## config.mk

```make
export PLATFORM = sky130hd
export DESIGN_NAME = bufwr_seq
export DESIGN_NICKNAME = d
export VERILOG_FILES = /design/src/rtl/bufwr_pkg.sv /design/src/rtl/bufwr_ring.sv /design/src/rtl/bufwr_bank.sv /design/src/rtl/bufwr_fsm.sv /design/src/rtl/bufwr_seq.sv
export SDC_FILE = /design/constraint.sdc
export NUM_CORES = 1
export LEC_CHECK = 0
export ABC_AREA = 0
export BUFFER_PORTS_ARGS = -buffer_cell sky130_fd_sc_hd__buf_2
export CORE_MARGIN = 2
export CORE_UTILIZATION = 66
export CTS_CLUSTER_SIZE = 28
export DETAILED_ROUTE_END_ITERATION = 10
export PLACE_DENSITY = 0.84
export SLEW_MARGIN = 15
export SYNTH_ARGS = -nofsm -noshare
export SYNTH_HDL_FRONTEND = slang
export SYNTH_HIERARCHICAL = 1
export SYNTH_SLANG_ARGS = --single-unit
```

## constraint.sdc

```tcl
create_clock -name clk -period 7 [get_ports clk]
set_input_delay 1.05 -clock clk [delete_from_list [all_inputs] [get_ports clk]]
set_output_delay 1.05 -clock clk [all_outputs]
set_load 0.02 [all_outputs]
```

## src/rtl/bufwr_pkg.sv

```systemverilog
package bufwr_pkg;
  typedef enum logic [1:0] {SQ_IDLE, SQ_COUNT, SQ_DATA, SQ_CONFIRM} seq_state_t;
  typedef enum logic [1:0] {SLOT_FREE, SLOT_FILL, SLOT_FULL} slot_state_t;
  localparam logic [7:0] OP_SETUP   = 8'hE8;
  localparam logic [7:0] OP_CONFIRM = 8'hD0;
  localparam logic [7:0] OP_CLEAR   = 8'h50;
endpackage

```

## src/rtl/bufwr_ring.sv

```systemverilog
module bufwr_ring
  import bufwr_pkg::*;
#(
  parameter int NBUF = 2,
  localparam int PW = (NBUF > 1) ? $clog2(NBUF) : 1
) (
  input  logic          clk,
  input  logic          rst_n,
  input  logic          claim,
  input  logic          commit,
  input  logic          discard,
  input  logic          drain_done,
  output logic          fill_free,
  output logic [PW-1:0] fill_ptr,
  output logic [PW-1:0] drain_ptr,
  output logic          drain_full
);
  slot_state_t slot [NBUF];

  function automatic logic [PW-1:0] step(input logic [PW-1:0] p);
    return (p == PW'(NBUF - 1)) ? '0 : p + 1'b1;
  endfunction

  for (genvar g = 0; g < NBUF; g++) begin : g_slot
    always_ff @(posedge clk) begin
      if (!rst_n) slot[g] <= SLOT_FREE;
      else if (drain_done && drain_ptr == PW'(g)) slot[g] <= SLOT_FREE;
      else if (commit && fill_ptr == PW'(g)) slot[g] <= SLOT_FULL;
      else if (discard && fill_ptr == PW'(g)) slot[g] <= SLOT_FREE;
      else if (claim && fill_ptr == PW'(g)) slot[g] <= SLOT_FILL;
    end
  end

  always_ff @(posedge clk) begin
    if (!rst_n) begin
      fill_ptr  <= '0;
      drain_ptr <= '0;
    end else begin
      if (commit) fill_ptr <= step(fill_ptr);
      if (drain_done) drain_ptr <= step(drain_ptr);
    end
  end

  assign fill_free  = (slot[fill_ptr] == SLOT_FREE);
  assign drain_full = (slot[drain_ptr] == SLOT_FULL);

  assert_claim_free_R9: assert property (@(posedge clk) disable iff (!rst_n)
    claim |-> fill_free);
  assert_discard_frees_R4: assert property (@(posedge clk) disable iff (!rst_n)
    discard |=> fill_free);
  assert_commit_advance_R8: assert property (@(posedge clk) disable iff (!rst_n)
    commit |=> fill_ptr != $past(fill_ptr));
  assert_done_advance_R10: assert property (@(posedge clk) disable iff (!rst_n)
    drain_done |=> drain_ptr != $past(drain_ptr));
endmodule

```

## src/rtl/bufwr_bank.sv

```systemverilog
module bufwr_bank #(
  parameter int NBUF  = 2,
  parameter int DEPTH = 16,
  parameter int DW    = 16,
  parameter int AW    = 22,
  localparam int PW = (NBUF > 1) ? $clog2(NBUF) : 1,
  localparam int OW = $clog2(DEPTH)
) (
  input  logic          clk,
  input  logic          wr_en,
  input  logic [PW-1:0] wr_buf,
  input  logic [OW-1:0] wr_idx,
  input  logic [DW-1:0] wr_data,
  input  logic          meta_en,
  input  logic [AW-1:0] meta_addr,
  input  logic [OW-1:0] meta_cnt,
  input  logic [PW-1:0] rd_buf,
  input  logic [OW-1:0] rd_idx,
  output logic [DW-1:0] rd_data,
  output logic [AW-1:0] rd_addr,
  output logic [OW-1:0] rd_cnt
);
  logic [DW-1:0] mem   [NBUF][DEPTH];
  logic [AW-1:0] m_adr [NBUF];
  logic [OW-1:0] m_cnt [NBUF];

  always_ff @(posedge clk) begin
    if (wr_en) mem[wr_buf][wr_idx] <= wr_data;
    if (meta_en) begin
      m_adr[wr_buf] <= meta_addr;
      m_cnt[wr_buf] <= meta_cnt;
    end
  end

  assign rd_data = mem[rd_buf][rd_idx];
  assign rd_addr = m_adr[rd_buf];
  assign rd_cnt  = m_cnt[rd_buf];
endmodule

```

## src/rtl/bufwr_fsm.sv

```systemverilog
module bufwr_fsm
  import bufwr_pkg::*;
#(
  parameter int DEPTH = 16,
  parameter int DW    = 16,
  parameter int AW    = 22,
  localparam int OW = $clog2(DEPTH)
) (
  input  logic          clk,
  input  logic          rst_n,
  input  logic          cmd_valid,
  output logic          cmd_ready,
  input  logic [AW-1:0] cmd_addr,
  input  logic [DW-1:0] cmd_data,
  input  logic          fill_free,
  output logic          claim,
  output logic          commit,
  output logic          discard,
  output logic          wr_en,
  output logic [OW-1:0] wr_idx,
  output logic [AW-1:0] meta_addr,
  output logic [OW-1:0] meta_cnt,
  output logic          err_rng,
  output logic          err_seq
);
  seq_state_t       st;
  logic [OW-1:0]    idx, cnt;
  logic [AW-OW-1:0] win;
  logic [AW-1:0]    saddr;
  logic             acc, count_ok, in_win;
  logic [7:0]       code;

  assign code      = cmd_data[7:0];
  assign cmd_ready = (st == SQ_COUNT) ? fill_free : 1'b1;
  assign acc       = cmd_valid && cmd_ready;
  assign count_ok  = (cmd_data < DW'(DEPTH));
  assign in_win    = (idx == '0) || (cmd_addr[AW-1:OW] == win);

  always_comb begin
    claim   = acc && (st == SQ_COUNT) && count_ok;
    commit  = acc && (st == SQ_CONFIRM) && (code == OP_CONFIRM);
    discard = acc && (((st == SQ_DATA) && !in_win) ||
                      ((st == SQ_CONFIRM) && (code != OP_CONFIRM)));
    wr_en   = acc && (st == SQ_DATA) && in_win;
  end

  assign wr_idx    = idx;
  assign meta_addr = saddr;
  assign meta_cnt  = cnt;

  always_ff @(posedge clk) begin
    if (!rst_n) begin
      st      <= SQ_IDLE;
      idx     <= '0;
      cnt     <= '0;
      win     <= '0;
      saddr   <= '0;
      err_rng <= 1'b0;
      err_seq <= 1'b0;
    end else if (acc) begin
      unique case (st)
        SQ_IDLE: begin
          if (code == OP_SETUP) st <= SQ_COUNT;
          else if (code == OP_CLEAR) begin
            err_rng <= 1'b0;
            err_seq <= 1'b0;
          end
        end
        SQ_COUNT: begin
          if (count_ok) begin
            cnt <= cmd_data[OW-1:0];
            idx <= '0;
            st  <= SQ_DATA;
          end else begin
            err_rng <= 1'b1;
            st      <= SQ_IDLE;
          end
        end
        SQ_DATA: begin
          if (!in_win) begin
            err_rng <= 1'b1;
            st      <= SQ_IDLE;
          end else begin
            if (idx == '0) begin
              win   <= cmd_addr[AW-1:OW];
              saddr <= cmd_addr;
            end
            if (idx == cnt) st <= SQ_CONFIRM;
            else idx <= idx + 1'b1;
          end
        end
        SQ_CONFIRM: begin
          if (code != OP_CONFIRM) err_seq <= 1'b1;
          st <= SQ_IDLE;
        end
        default: st <= SQ_IDLE;
      endcase
    end
  end

  assert_idx_bound_R2: assert property (@(posedge clk) disable iff (!rst_n)
    (st == SQ_DATA) |-> (idx <= cnt));
  assert_err_sticky_R7: assert property (@(posedge clk) disable iff (!rst_n)
    (err_seq && !(acc && st == SQ_IDLE && code == OP_CLEAR)) |=> err_seq);
  assert_rng_sticky_R7: assert property (@(posedge clk) disable iff (!rst_n)
    (err_rng && !(acc && st == SQ_IDLE && code == OP_CLEAR)) |=> err_rng);
endmodule

```

## src/rtl/bufwr_seq.sv

```systemverilog
module bufwr_seq #(
  parameter int NBUF  = 2,
  parameter int DEPTH = 16,
  parameter int DW    = 16,
  parameter int AW    = 22,
  localparam int PW = (NBUF > 1) ? $clog2(NBUF) : 1,
  localparam int OW = $clog2(DEPTH)
) (
  input  logic          clk,
  input  logic          rst_n,
  input  logic          cmd_valid,
  output logic          cmd_ready,
  input  logic [AW-1:0] cmd_addr,
  input  logic [DW-1:0] cmd_data,
  output logic [7:0]    status,
  output logic          prog_valid,
  input  logic          prog_done,
  output logic [AW-1:0] prog_addr,
  output logic [OW-1:0] prog_count,
  input  logic [OW-1:0] prog_idx,
  output logic [DW-1:0] prog_word
);
  logic          claim, commit, discard, wr_en, fill_free, drain_full;
  logic [OW-1:0] wr_idx, meta_cnt;
  logic [AW-1:0] meta_addr;
  logic [PW-1:0] fill_ptr, drain_ptr;
  logic          err_rng, err_seq, drain_done;

  bufwr_fsm #(.DEPTH(DEPTH), .DW(DW), .AW(AW)) u_fsm (
    .clk(clk), .rst_n(rst_n), .cmd_valid(cmd_valid), .cmd_ready(cmd_ready),
    .cmd_addr(cmd_addr), .cmd_data(cmd_data), .fill_free(fill_free),
    .claim(claim), .commit(commit), .discard(discard), .wr_en(wr_en),
    .wr_idx(wr_idx), .meta_addr(meta_addr), .meta_cnt(meta_cnt),
    .err_rng(err_rng), .err_seq(err_seq)
  );

  assign drain_done = prog_valid && prog_done;

  bufwr_ring #(.NBUF(NBUF)) u_ring (
    .clk(clk), .rst_n(rst_n), .claim(claim), .commit(commit),
    .discard(discard), .drain_done(drain_done), .fill_free(fill_free),
    .fill_ptr(fill_ptr), .drain_ptr(drain_ptr), .drain_full(drain_full)
  );

  bufwr_bank #(.NBUF(NBUF), .DEPTH(DEPTH), .DW(DW), .AW(AW)) u_bank (
    .clk(clk), .wr_en(wr_en), .wr_buf(fill_ptr), .wr_idx(wr_idx),
    .wr_data(cmd_data), .meta_en(commit), .meta_addr(meta_addr),
    .meta_cnt(meta_cnt), .rd_buf(drain_ptr), .rd_idx(prog_idx),
    .rd_data(prog_word), .rd_addr(prog_addr), .rd_cnt(prog_count)
  );

  assign prog_valid = drain_full;
  assign status     = {fill_free, 1'b0, err_rng, err_seq, 4'b0000};

  assert_prog_hold_R10: assert property (@(posedge clk) disable iff (!rst_n)
    (prog_valid && !prog_done) |=> (prog_valid && $stable(prog_addr) && $stable(prog_count)));
  assert_no_early_prog_R3: assert property (@(posedge clk) disable iff (!rst_n)
    $rose(prog_valid) |-> $past(commit));
endmodule

```

==> impl.org, run 1 <==
** Cells and area
- Ant. Diodes :: 0
- Share of final-layout standard cells stronger than drive strength 1 :: 15.5%
- Synth-to-Final Area Change :: 10.4%
- Final layout net count :: 1651

** Critical path
- Cells along the critical path :: buf_12, mux2i_1, a22o_1, nor3_1, a31oi_1, nand3_1, buf_2
- At the worst endpoint, the arrival time is 3.59 ns.
- In this run the critical register-to-register path is captured at u_bank/mem[1][102].
- STA classifies the critical path startpoint as a flop.
- Slowest cell on the critical path :: dfxtp_4
- Number of cells on the worst reg-to-reg path :: 9
- The worst register-to-register path has a setup slack of 3.61 ns.
- Of all nets on the critical path, the largest fanout is 88.
- Among cell families on the critical path, the largest total delay comes from flip-flops.
- The worst register-to-register path begins at u_fsm/win[12].
- By startpoint and endpoint, the worst setup path is classified as flop to output port.
- Max incr delay on CP :: 0.92 ns
- Worst EP required :: 5.95 ns
- Endpoint class of the critical path :: output port
- The critical path contains buffers and inverters numbering 2 combined.

** Place
- OpenSTA, run right after detailed placement, puts the worst setup slack at 2.56 ns.
- After legalization and detailed placement, the total HPWL measured 32300 µm.
- Global placer's final weighted congestion :: 0.851
- Number of I/O port buffers :: 92

** Timing
- RSZ-0062 raised after global routing :: no
- Clock skew on the completed layout was measured at 0.0124 ns.
- The final hold violation count is 0.
- For this run, the top clock speed supported by timing is 0.216 GHz.
- Final hold analysis gives a worst-case slack of 0.462 ns.
- The final critical path takes up 66.3% of the cycle.
- The worst path in the final design needs a cycle of 4.64 ns, including I/O delays and setup.
- Summed over all failing endpoints, the final setup total negative slack is 0 ns.
- Setup violations remaining at the end of the flow were counted as 0.
- In the post-route analysis, the smallest setup slack over all paths is 2.36 ns.
- For the pin with the worst max-slew slack, the measured transition is 1.11 ns.
- The number of pins with negative max-slew slack in the final report is 0.
- Tightest slew margin relative to the limit :: 26.0%

** Yosys
- FF+latch count, synth :: 606
- For this run, the register share of the synthesized area comes to 73.0%.
- Yosys mapped the design onto 63 distinct sky130hd cell types.
- EDFF count, synth :: 568
- Among all cell types in the netlist, the one instantiated most often is edfxtp_1.
- Of all cell types, the one taking the most synthesized area is edfxtp_1.
- In the synthesized netlist, the cells that appear most often are 568 x edfxtp_1, 257 x mux2i_1, 92 x nand2_1.
- Asr flop ratio synth :: 0%
- The cell area that synthesis handed to floorplanning was 0.0244 mm².
- In the synthesized netlist the dominant register cell turns out to be edfxtp_1.
- Share of Yosys cell area claimed by the top area cell type :: 69.9%
- After synthesis, the cell types taking the most area are edfxtp_1 70%, mux2i_1 11%, dfxtp_1 3.1%, a22oi_1 2.0%, nand2_1 1.4%.
- For this run, the number of Yosys warnings is 6.
- Count of mapped cells out of synthesis :: 1483
- The average instance in the mapped netlist occupies 16.5 µm².

** CTS
- Setup fix buffers added after clock tree synthesis :: 0
- Gates resized during post-CTS repair numbered 0.
- Clk slew on worst S/H paths :: 0.06 ns
- Root buffer selected by CTS :: clkbuf_16
- Number of buffers created by CTS :: 56
- Maximum clock path buffer count :: 3
- TritonCTS built the clock tree.
- Hold Buf Count CTS :: 0
- CTS built an H-tree with a depth of 2.
- Clock latency reported for the late side of the worst-skew pair :: 0.60 ns
- TritonCTS Sinks :: 606

** Route
- Final antenna-violating net count :: 0
- Number of remaining DRC errors :: 0
- The routed design uses 6120 µm of met3 wire.
- Summing over every cut layer, the via total after detailed routing is 13800.
- In the routed layout, each cell is associated on average with a via count of 6.55.
- Sum of met2 wire segment lengths after detailed routing :: 27200 µm
- Wire length on met1 :: 20500 µm
- Summed over all layers, the routed wires come to 56100 µm.
- Max layer used :: met4
- Total iterations of the first detailed-routing run :: 5
- After detailed routing, the average wire length per cell comes to 26.7 µm.
- DR iter-0 viols :: 1613

** Run
- Reported max-cap violation count :: 0

** Power and ir drop
- Power per standard cell area :: 269 mW/mm²
- Clock Power Share :: 40.1%
- Per report_power, the sequential group accounts for 54.6% of the total.
- The worst-case IR drop observed on VDD is 0.247 mV.
- The internal power of the cells totals 0.00574 W.
- Comb pwr share :: 5.3%
- Leakage power of the design :: 8.75 nW
- Net switching is 21.0% of the power.
- The analysis attributes to net switching a power of 0.00152 W.

** GRT
- First-pass GRT wire length :: 83400 µm
- Largest net degree at the start of global routing :: 89
- Initial antenna violation count :: 0
- Global routing used 29.5% of the available tracks across all layers.
- The via count of the first global-routing pass came to 13900.
- Summed over all layers, the global routing overflow is 0.

** Floorplan
- Placeable core region :: 0.0365 mm²
- Die height :: 196 µm
- Starting Density :: 66.8%
- Standard-cell row count :: 70
- In this run the count of I/O pins placed on the die edge is 98.
- The floorplan step defined a die boundary enclosing 0.0385 mm².
- The die is 196 µm wide.

** Hold path
- For hold timing, the worst endpoint is u_bank/m_adr[0][1].
- The worst hold path begins at u_fsm/meta_addr[1].
- Worst Hold Path Cells :: 0
- The min-delay analysis places its worst path in the category flop to flop.

** Outcome
- The flow ran to the end, and the final reports show no timing, DRC or antenna violations.
-- area by class of cell --
class,count,area [µm²]
clock buffer,63,1450
clock inverter,35,288
fill,2062,9580
inverter,11,41.3
multi-input combinational,783,5950
sequential,606,17800
tap,468,586
timing repair buffer,137,811
-- layout by cell type, fill, tap and decap left out, types with 7 or more instances in the layout --
cell       count
mux2_2        28
buf_4         44
clkbuf_16     57
nand3_1       39
mux2i_1      257
nand4_1       16
a22o_1        34
inv_1         11
a22oi_1       65
nand2_1       92
a31oi_1       16
a21oi_1       59
clkinv_1      21
ha_1          10
nor2_1        44
edfxtp_1     568
nor3_1        19
nand2b_1       7
dfxtp_1       37
xor2_1        22
buf_2         92
-- sequential cells by signal, summed over array words and instances (netlist names), 4 cells and up, named ones only --
register,flops
u_fsm/meta_addr,4
u_fsm/meta_cnt,4
u_fsm/wr_idx,4
u_bank/m_cnt,8
u_fsm/win,18
u_ring/slot,4
u_bank/m_adr,44
u_bank/mem,512
-- worst max-delay path by stage --
stage,startpoint,endpoint,slack [ns],depth (start not counted)
2_1_floorplan,cmd_data[0],u_bank/m_adr[0][0],3.11,4
3_3_place_gp,prog_idx[1],prog_word[8],2.57,8
3_5_place_dp,prog_idx[0],prog_word[8],2.56,8
4_1_cts,u_ring/drain_ptr,prog_word[10],2.31,7
5_1_grt,u_ring/drain_ptr,prog_word[13],2.21,7
6_report,u_ring/drain_ptr,prog_word[3],2.36,7
-- per-layer routing --
layer  global-route usage, %  vias to the layer above
met3                    7.07                      143
met1                    38.5                     6765
li1                        -                     5991
met4                    12.0                        0
met5                       0                        -
met2                    48.3                      879
-- stage by stage --
stage / cells / util, % / instance area, µm² / total power (W)
after detailed placement: 2005 / 69.0 / 25200 / 0.00442
after CTS: 2103 / 73.8 / 26900 / 0.00729
after global routing: 2103 / 73.8 / 26900 / 0.00744
after floorplan: 1487 / - / 24400 / 0.00429
final: 2103 / 73.8 / 26900 / 0.00726
after global placement: 2005 / 69.0 / 25200 / 0.00441
-- logic make-up after synthesis --
family                     Yosys count  synth area share [%]
adders and majority gates           10                 0.513
DFF                                606                  73.0
xor gates and xnor gates            24                 0.861
AOI/OAI and AO/OA                  197                  5.59
other                                1                0.0154
muxes                              285                  11.8
buffers and inverters               98                  2.77
and+or+nand+nor                    262                  5.43
-- power groups by stage --
stage                     registers, W  clock network [W]  logic, W
after floorplan                0.00403                  0  0.000258
after global placement         0.00404                  0  0.000369
after detailed placement       0.00404                  0  0.000379
after CTS                      0.00396            0.00294  0.000383
after global routing           0.00396            0.00307  0.000406
final                          0.00396            0.00291  0.000386
No activity file was read; power rests on OpenSTA's default activity.
==> run 2: changes to the inputs <==
- CORE_UTILIZATION: 66 -> 61
- PLACE_DENSITY: 0.84 -> 0.79
- clock period: 7 -> 4.5 ns (I/O delays scaled with it)
==> run 2 against run 1 <==
Compared with the run above: sequential power increased by 56%; highest routed layer is now met5; largest cell class unchanged; worst hold slack got worse by 0.14 ns; die area increased by 8.0%.
==> impl.org, run 2 (synthesis gave the netlist of run 1 again) <==
** Outcome
- Run status :: finished clean (unchanged)

** CTS
- Number of buffers created by CTS :: 58 (was 56)
- The library cell used as clock root buffer is clkbuf_16 (unchanged).
- The clock sink count came to 606 (unchanged).
- The hold-fix buffer count after cts was 0 (unchanged).
- The number of buffers added for setup after CTS came to 0 (unchanged).
- CTS tree :: built (unchanged)
- The clock latency reported for the late side of the worst-skew pair was 0.61 ns (was 0.60 ns).
- Total of cells resized after clock tree synthesis :: 0 (unchanged)
- The maximum count of clock buffers along a single path was 3 (unchanged).
- The clock transition at the registers of the reported paths is 0.06 ns (about the same).
- H-tree Lvls :: 2 (unchanged)

** Hold path
- The end point of the most critical hold path is u_fsm/meta_addr[1] (was u_bank/m_adr[0][1]).
- The startpoint of the worst hold path was cmd_addr[1] (was u_fsm/meta_addr[1]).
- The worst hold path cell count was 3 (was 0).
- The kind of path behind the tightest hold check was primary input to flop (was flop to flop).

** Timing
- Setup-violating endpoint count in the final report :: 0 (unchanged)
- The worst clock skew on the final layout is 0.0174 ns (was 0.0124 ns).
- Accumulated negative setup slack :: 0 ns (unchanged)
- Final Max Tran Viols :: 0 (unchanged)
- The relative slew slack came to 26.3% (was 26.0%).
- Transition time at the pin with the least slew margin :: 1.10 ns (was 1.11 ns)
- Final period utilization :: 86.7%
- Crit path time final :: 3.90 ns
- Static timing analysis puts the maximum clock frequency at 0.256 GHz.
- The final hold violation count is 0 (unchanged).
- RSZ-0062 raised after global routing :: no (unchanged)

** GRT
- The maximum number of pins on one net before global-route repair is 68 (was 89).
- Initial antenna violation count :: 2 (was 0)
- First-pass GRT wire length :: 82500 µm (was 83400 µm)
- The global-route usage over all layers came to 27.0% (was 29.5%).
- Number of global-route vias before repair :: 13300 (was 13900)
- Overflow left after global routing :: 0 (unchanged)

** Critical path
- The slack of the worst reg-to-reg path was 1.27 ns (was 3.61 ns).
- The largest incremental delay on the critical path came to 0.77 ns (was 0.92 ns).
- Number of cells on the worst reg-to-reg path :: 9 (unchanged)
- Cells along the critical path: buf_12, mux2i_1, a22o_1, nor3_1, a31oi_1, nand3_1, buf_2 (unchanged).
- The startpoint of the worst-slack reg-to-reg timing path was u_fsm/win[17] (was u_fsm/win[12]).
- Worst setup path start :: u_ring/drain_ptr (unchanged)
- The maximum fanout along the worst path came to 67 (was 88).
- The data required time of the worst path is 3.83 ns (was 5.95 ns).
- Slowest cell on the critical path :: dfxtp_4 (unchanged)
- Capturing point of the worst reg2reg path :: u_bank/mem[0][230] (was u_bank/mem[1][102])
- The kind of launch point of the worst setup path is a flop (unchanged).
- Endpoint class of the critical path :: output port (unchanged)
- The worst path arrival time is 3.23 ns (was 3.59 ns).
- The classification of the worst setup path was flop to output port (unchanged).

** Route
- Overall via count from detail_route :: 13700 (was 13800)
- The count of routing violations after the opening detailed-route iteration came to 1588 (was 1613).
- Total iterations of the first detailed-routing run :: 5 (unchanged)
- Post-Route WL :: 55400 µm (was 56100 µm)
- The post-detailed-route wirelength per cell is 25.2 µm (was 26.7 µm).
- The post-detailed-route count of antenna-violating nets is 0 (unchanged).
- The via count normalized by instance count was 6.22 (was 6.55).
- Number of remaining DRC errors :: 0 (unchanged)

** Cells and area
- Final Util :: 69.0% (was 73.8%)
- Top library cells by usage in the layout, fill and taps aside: 568 x edfxtp_1, 257 x mux2i_1, 92 x buf_2, 92 x nand2_1, 65 x a22oi_1 (unchanged).
- The final-stage net count is 1679 (was 1651).
- The synthesis-to-layout area growth came to 12.1% (was 10.4%).
- The ratio of cells with drive above 1 in the final layout came to 17.3% (was 15.5%).
- The register ranked first by flip-flop count is u_bank/mem (unchanged).
- Commonest non-fill, non-tap cell in the layout :: edfxtp_1 (unchanged)
- Flip-flop count of the largest register, all copies and words added :: 512 (unchanged)
- Largest registers: u_bank/mem: 512 flops, u_bank/m_adr: 44 flops, u_fsm/win: 18 flops (unchanged).

** Floorplan
- The row count is 73 (was 70).
- The floorplan die area came to 0.0416 mm² (was 0.0385 mm²).
- The width of the chip is 204 µm (was 196 µm).
- The placeable core area came to 0.0396 mm² (was 0.0365 mm²).
- Boundary Pins :: 98 (unchanged)
- Die height :: 204 µm (was 196 µm)
- Starting Density :: 61.6% (was 66.8%)

** Power and ir drop
- Leakage power of the design :: 8.94 nW (was 8.75 nW)
- Power per standard cell area :: 417 mW/mm² (was 269 mW/mm²)
- The total chip power was 0.0114 W (was 0.00726 W).
- Worst ir drop on vdd :: 0.302 mV (was 0.247 mV)

** Run
- The max capacitance violation total is 0 (unchanged).

** Place
- The half-perimeter wire length after placement was 34100 µm (was 32300 µm).
- Global placer's final weighted congestion :: 0.855 (was 0.851)
- Number of I/O port buffers :: 92 (unchanged)
-- run 2: cell count changes in the layout (fill, tap and decap cells not counted), moves of 3 or more --
cell       change
buf_4         +19
clkinv_2       +8
buf_12         +7
clkbuf_1       +4
clkbuf_16      +4
clkinv_1       -4
bufinv_16      -3
-- run 2: stage by stage --
step                hold slack, ns  std cells  instance area, µm²  setup slack (ns)
detailed placement           0.446       2088               25600             0.887
global route                 0.313       2194               27400             0.459
floorplan                    0.425       1487               24400             0.987
finish                       0.320       2196               27400             0.597
CTS                          0.293       2194               27400             0.546
global placement             0.432       2087               25600             0.474
-- run 2: where the power goes --
part	total, W	switching, W	internal [W]
registers	0.00616	0.0000115	0.00615
clock network	0.00458	0.00201	0.00257
logic	0.000654	0.000432	0.000222
-- run 2: worst max path at each step --
stage | slack, ns | cells after the start | end
after detailed placement | 0.89 | 10 | u_bank/mem[0][230]
after global routing | 0.46 | 8 | prog_word[2]
after CTS | 0.55 | 8 | prog_word[2]
final | 0.60 | 7 | prog_word[10]
after global placement | 0.47 | 6 | u_ring/slot[1][1]
after floorplan | 0.99 | 4 | u_bank/m_adr[0][0]
-- run 2: routing by layer --
layer	global-route usage [%]	part of all wire, %	vias to the layer above
li1	-	-	6046
met1	38.2	40	6841
met2	43.4	48	675
met3	5.34	9.7	106
met4	6.91	2.3	2
met5	0	0.014	-
-- run 2: layout make-up --
class	instances	area, µm²
tap	525	657
antenna	2	5.00
clock buffer	71	1560
fill	2560	12300
clock inverter	35	216
sequential	606	17800
timing repair buffer	163	1090
multi-input combinational	783	5960
inverter	11	41.3
-- run 2: worst max-delay path, delay by kind of cell, from the launching register on --
family	cells	cell delay, ns
flops	1	0.77
buf+inv	2	0.74
compound gates	2	0.49
simple gates	2	0.37
mux	1	0.24
==> run 3: changes to the inputs <==
- PLACE_DENSITY: 0.79 -> 0.9
==> run 3 against run 2 <==
Compared with the run above: worst hold slack improved by 0.032 ns; non-clock buffer count fell by 4; via count is 6.3% higher; register-to-register slack got worse by 0.19 ns; sequential share of layout area up 0.18 points; power is 0.27% higher; die area did not move; wire length grew 8.3%; critical endpoint is now prog_word[5]; largest cell class unchanged; highest routed layer is now met4.
==> impl.org, run 3 (synthesis gave the netlist of run 1 again) <==
** CTS
- TritonCTS Sinks :: 606 (unchanged)
- The clock latency reported for the late side of the worst-skew pair came to 0.60 ns (was 0.61 ns).
- Maximum clock path buffer count :: 3 (unchanged)
- Root buffer selected by CTS :: clkbuf_16 (unchanged)
- The hold-fix buffer count after cts came to 0 (unchanged).
- Total of cells resized after clock tree synthesis :: 0 (unchanged)
- H-tree Lvls :: 2 (unchanged)
- The CTS buffer count was 57 (was 58).
- The clock tree from TritonCTS is built (unchanged).
- Clk slew on worst S/H paths :: 0.06 ns (about the same)
- Setup fix buffers added after clock tree synthesis :: 0 (unchanged)

** Hold path
- The worst hold path cell count is 3 (unchanged).
- The kind of path behind the tightest hold check is primary input to flop (unchanged).

** Critical path
- Critical Path End :: prog_word[5] (was prog_word[10])
- The kind of end point of the critical path is an output port (unchanged).
- Cells along the critical path: buf_4, mux2i_1, a22o_1, nor3_1, a31oi_1, nand3_1, buf_2 (was buf_12, mux2i_1, a22o_1, nor3_1, a31oi_1, nand3_1, buf_2).
- Capturing point of the worst reg2reg path :: u_bank/mem[0][174] (was u_bank/mem[0][230])
- Worst setup path start :: u_ring/drain_ptr (unchanged)
- The count of cells along the worst register-to-register path came to 9 (unchanged).
- The slack of the worst reg-to-reg path was 1.08 ns (was 1.27 ns).
- Max incr delay on CP :: 0.81 ns (was 0.77 ns)
- Slowest cell on the critical path :: dfxtp_4 (unchanged)
- FF-to-FF Start :: u_fsm/win[5] (was u_fsm/win[17])
- The classification of the worst setup path was flop to output port (unchanged).
- Crit Path Max Fanout :: 40 (was 67)
- Worst EP required :: 3.83 ns (about the same)
- Type of element launching the critical path :: flop (unchanged)
- Endpoint arrival time on the critical path :: 3.38 ns (was 3.23 ns)

** Power and ir drop
- Leakage power of the design :: 8.91 nW (was 8.94 nW)
- The sequential share of power was 53.9% (was 54.1%).
- Internal power of the cells :: 0.00896 W (was 0.00894 W)
- Power per standard cell area :: 419 mW/mm² (was 417 mW/mm²)
- The largest voltage drop on the vdd net came to 0.319 mV (was 0.302 mV).
- The proportion of power drawn by the clock network came to 40.2% (about the same).
- Overall Power :: 0.0114 W (about the same)
- The switching power is 0.00246 W (about the same).
- The switching part of the total power came to 21.5% (was 21.6%).
- The relative contribution of combinational cells to total power is 5.8% (was 5.7%).

** GRT
- The number of antenna violations at the first check in global routing was 0 (was 2).
- The maximum number of pins on one net before global-route repair is 58 (was 68).
- All-layer global routing usage :: 28.7% (was 27.0%)
- The first-pass GRT wire length is 88300 µm (was 82500 µm).
- Number of global-route vias before repair :: 14300 (was 13300)
- Overflow left after global routing :: 0 (unchanged)

** Floorplan
- Boundary Pins :: 98 (unchanged)
- The floorplan die area was 0.0416 mm² (unchanged).
- Die height :: 204 µm (unchanged)
- Horizontal die dimension :: 204 µm (unchanged)
- The initial core utilization came to 61.6% (unchanged).
- The row count was 73 (unchanged).
- The placeable core area was 0.0396 mm² (unchanged).

** Cells and area
- The final core utilization came to 68.8% (was 69.0%).
- Ant. Diodes :: 0 (was 2)
- The flip-flop count of the largest register after layout is 512 (unchanged).
- Register with the most flip-flops :: u_bank/mem (unchanged)
- Non-filler cells, final :: 2191 (was 2196)
- Largest registers :: u_bank/mem: 512 flops, u_bank/m_adr: 44 flops, u_fsm/win: 18 flops (unchanged)
- Top library cells by usage in the layout, fill and taps aside: 568 x edfxtp_1, 257 x mux2i_1, 92 x buf_2, 92 x nand2_1, 65 x a22oi_1 (unchanged).
- The synthesis-to-layout area growth was 11.8% (was 12.1%).
- The final-stage net count came to 1674 (was 1679).
- The most common library cell in the layout ignoring fill and taps was edfxtp_1 (unchanged).
- Share of final-layout standard cells stronger than drive strength 1 :: 17.2% (was 17.3%)

** Route
- Via-to-Cell Ratio :: 6.63 (was 6.22)
- The count of routing violations after the opening detailed-route iteration was 2265 (was 1588).
- The number of optimization iterations in the first detailed-route pass was 6 (was 5).
- Post-Route WL :: 60000 µm (was 55400 µm)
- Overall via count from detail_route :: 14500 (was 13700)
- The post-detailed-route wirelength per cell came to 27.4 µm (was 25.2 µm).
- The post-detailed-route count of antenna-violating nets came to 0 (unchanged).
- Number of remaining DRC errors :: 0 (unchanged)

** Outcome
- Run status: finished clean (unchanged).

** Timing
- The highest achievable clock rate was 0.247 GHz (was 0.256 GHz).
- Final Hold Violating Endpoints :: 0 (unchanged)
- RSZ-0062 raised after global routing: no (unchanged).
- Crit path time final :: 4.05 ns (was 3.90 ns)
- Final period utilization :: 90.1% (was 86.7%)
- The final count of negative-setup-slack endpoints came to 0 (unchanged).
- Largest clock skew in the final design :: 0.0214 ns (was 0.0174 ns)
- The setup TNS after final layout is 0 ns (unchanged).
- The relative slew slack was 27.0% (was 26.3%).
- The number of pins with negative max-slew slack in the final report came to 0 (unchanged).
- The slew at the pin closest to its max-slew limit was 1.09 ns (was 1.10 ns).

** Place
- The number of placed instances with taps included is 2084 (was 2088).
- Global placer's final weighted congestion :: 0.946 (was 0.855)
- Number of I/O port buffers :: 92 (unchanged)
- The half-perimeter wire length after placement came to 35100 µm (was 34100 µm).

** Run
- The max capacitance violation total is 0 (unchanged).
-- run 3: cell count changes in the layout (fill, tap and decap cells not counted), moves of 2 or more --
cell,delta
clkbuf_1,+3
clkbuf_8,+2
diode_2,-2
clkbuf_16,-2
clkinv_1,-3
buf_12,-4
-- run 3: worst max-delay path, delay by kind of cell (launching register included) --
family	cells	cell delay (ns)
DFF	1	0.81
buffers and inverters	2	0.69
AOI/OAI and AO/OA	2	0.67
and+or+nand+nor	2	0.32
muxes	1	0.27
-- run 3: power by group through the flow --
stage	Clock (W)	Combinational, W	Sequential (W)
after global routing	0.00484	0.000689	0.00616
final	0.00460	0.000667	0.00616
after CTS	0.00462	0.000654	0.00616
after floorplan	0	0.000401	0.00627
after detailed placement	0	0.000642	0.00628
after global placement	0	0.000620	0.00628
-- run 3: metrics by stage --
stage	setup WS (ns)	hold slack, ns	instance area (µm²)
2_1_floorplan	0.987	0.425	24400
3_3_place_gp	0.443	0.432	25500
3_5_place_dp	0.758	0.450	25500
4_1_cts	0.480	0.332	27300
5_1_grt	0.447	0.346	27300
6_report	0.446	0.352	27300
-- run 3: worst min path at each step --
stage                            start            endpoint  slack [ns]
floorplan           u_fsm/meta_addr[0]  u_bank/m_adr[0][0]        0.43
global placement    u_fsm/meta_addr[0]  u_bank/m_adr[0][0]        0.43
detailed placement  u_fsm/meta_addr[2]  u_bank/m_adr[1][2]        0.45
CTS                        cmd_addr[0]  u_fsm/meta_addr[0]        0.33
global route               cmd_addr[0]  u_fsm/meta_addr[0]        0.35
finish                     cmd_addr[0]  u_fsm/meta_addr[0]        0.35
-- run 3: layout make-up --
class / count / area [µm²]
Clock inverter: 33 / 238
Fill cell: 2355 / 12400
Multi-Input combinational cell: 783 / 5960
Tap cell: 525 / 657
Timing Repair Buffer: 159 / 1010
Sequential cell: 606 / 17800
Clock buffer: 74 / 1550
Inverter: 11 / 41.3
-- run 3: layer usage --
metal  vias up  track usage [%]  routed length (µm)  share of wire (%)
met5         -                0                   0                  0
met4         0             14.2                3330                5.5
met3       216             5.05                6620                 11
met2      1123             45.8               28600                 48
met1      7162             38.6               21500                 36
li1       6035                -                   -                  -
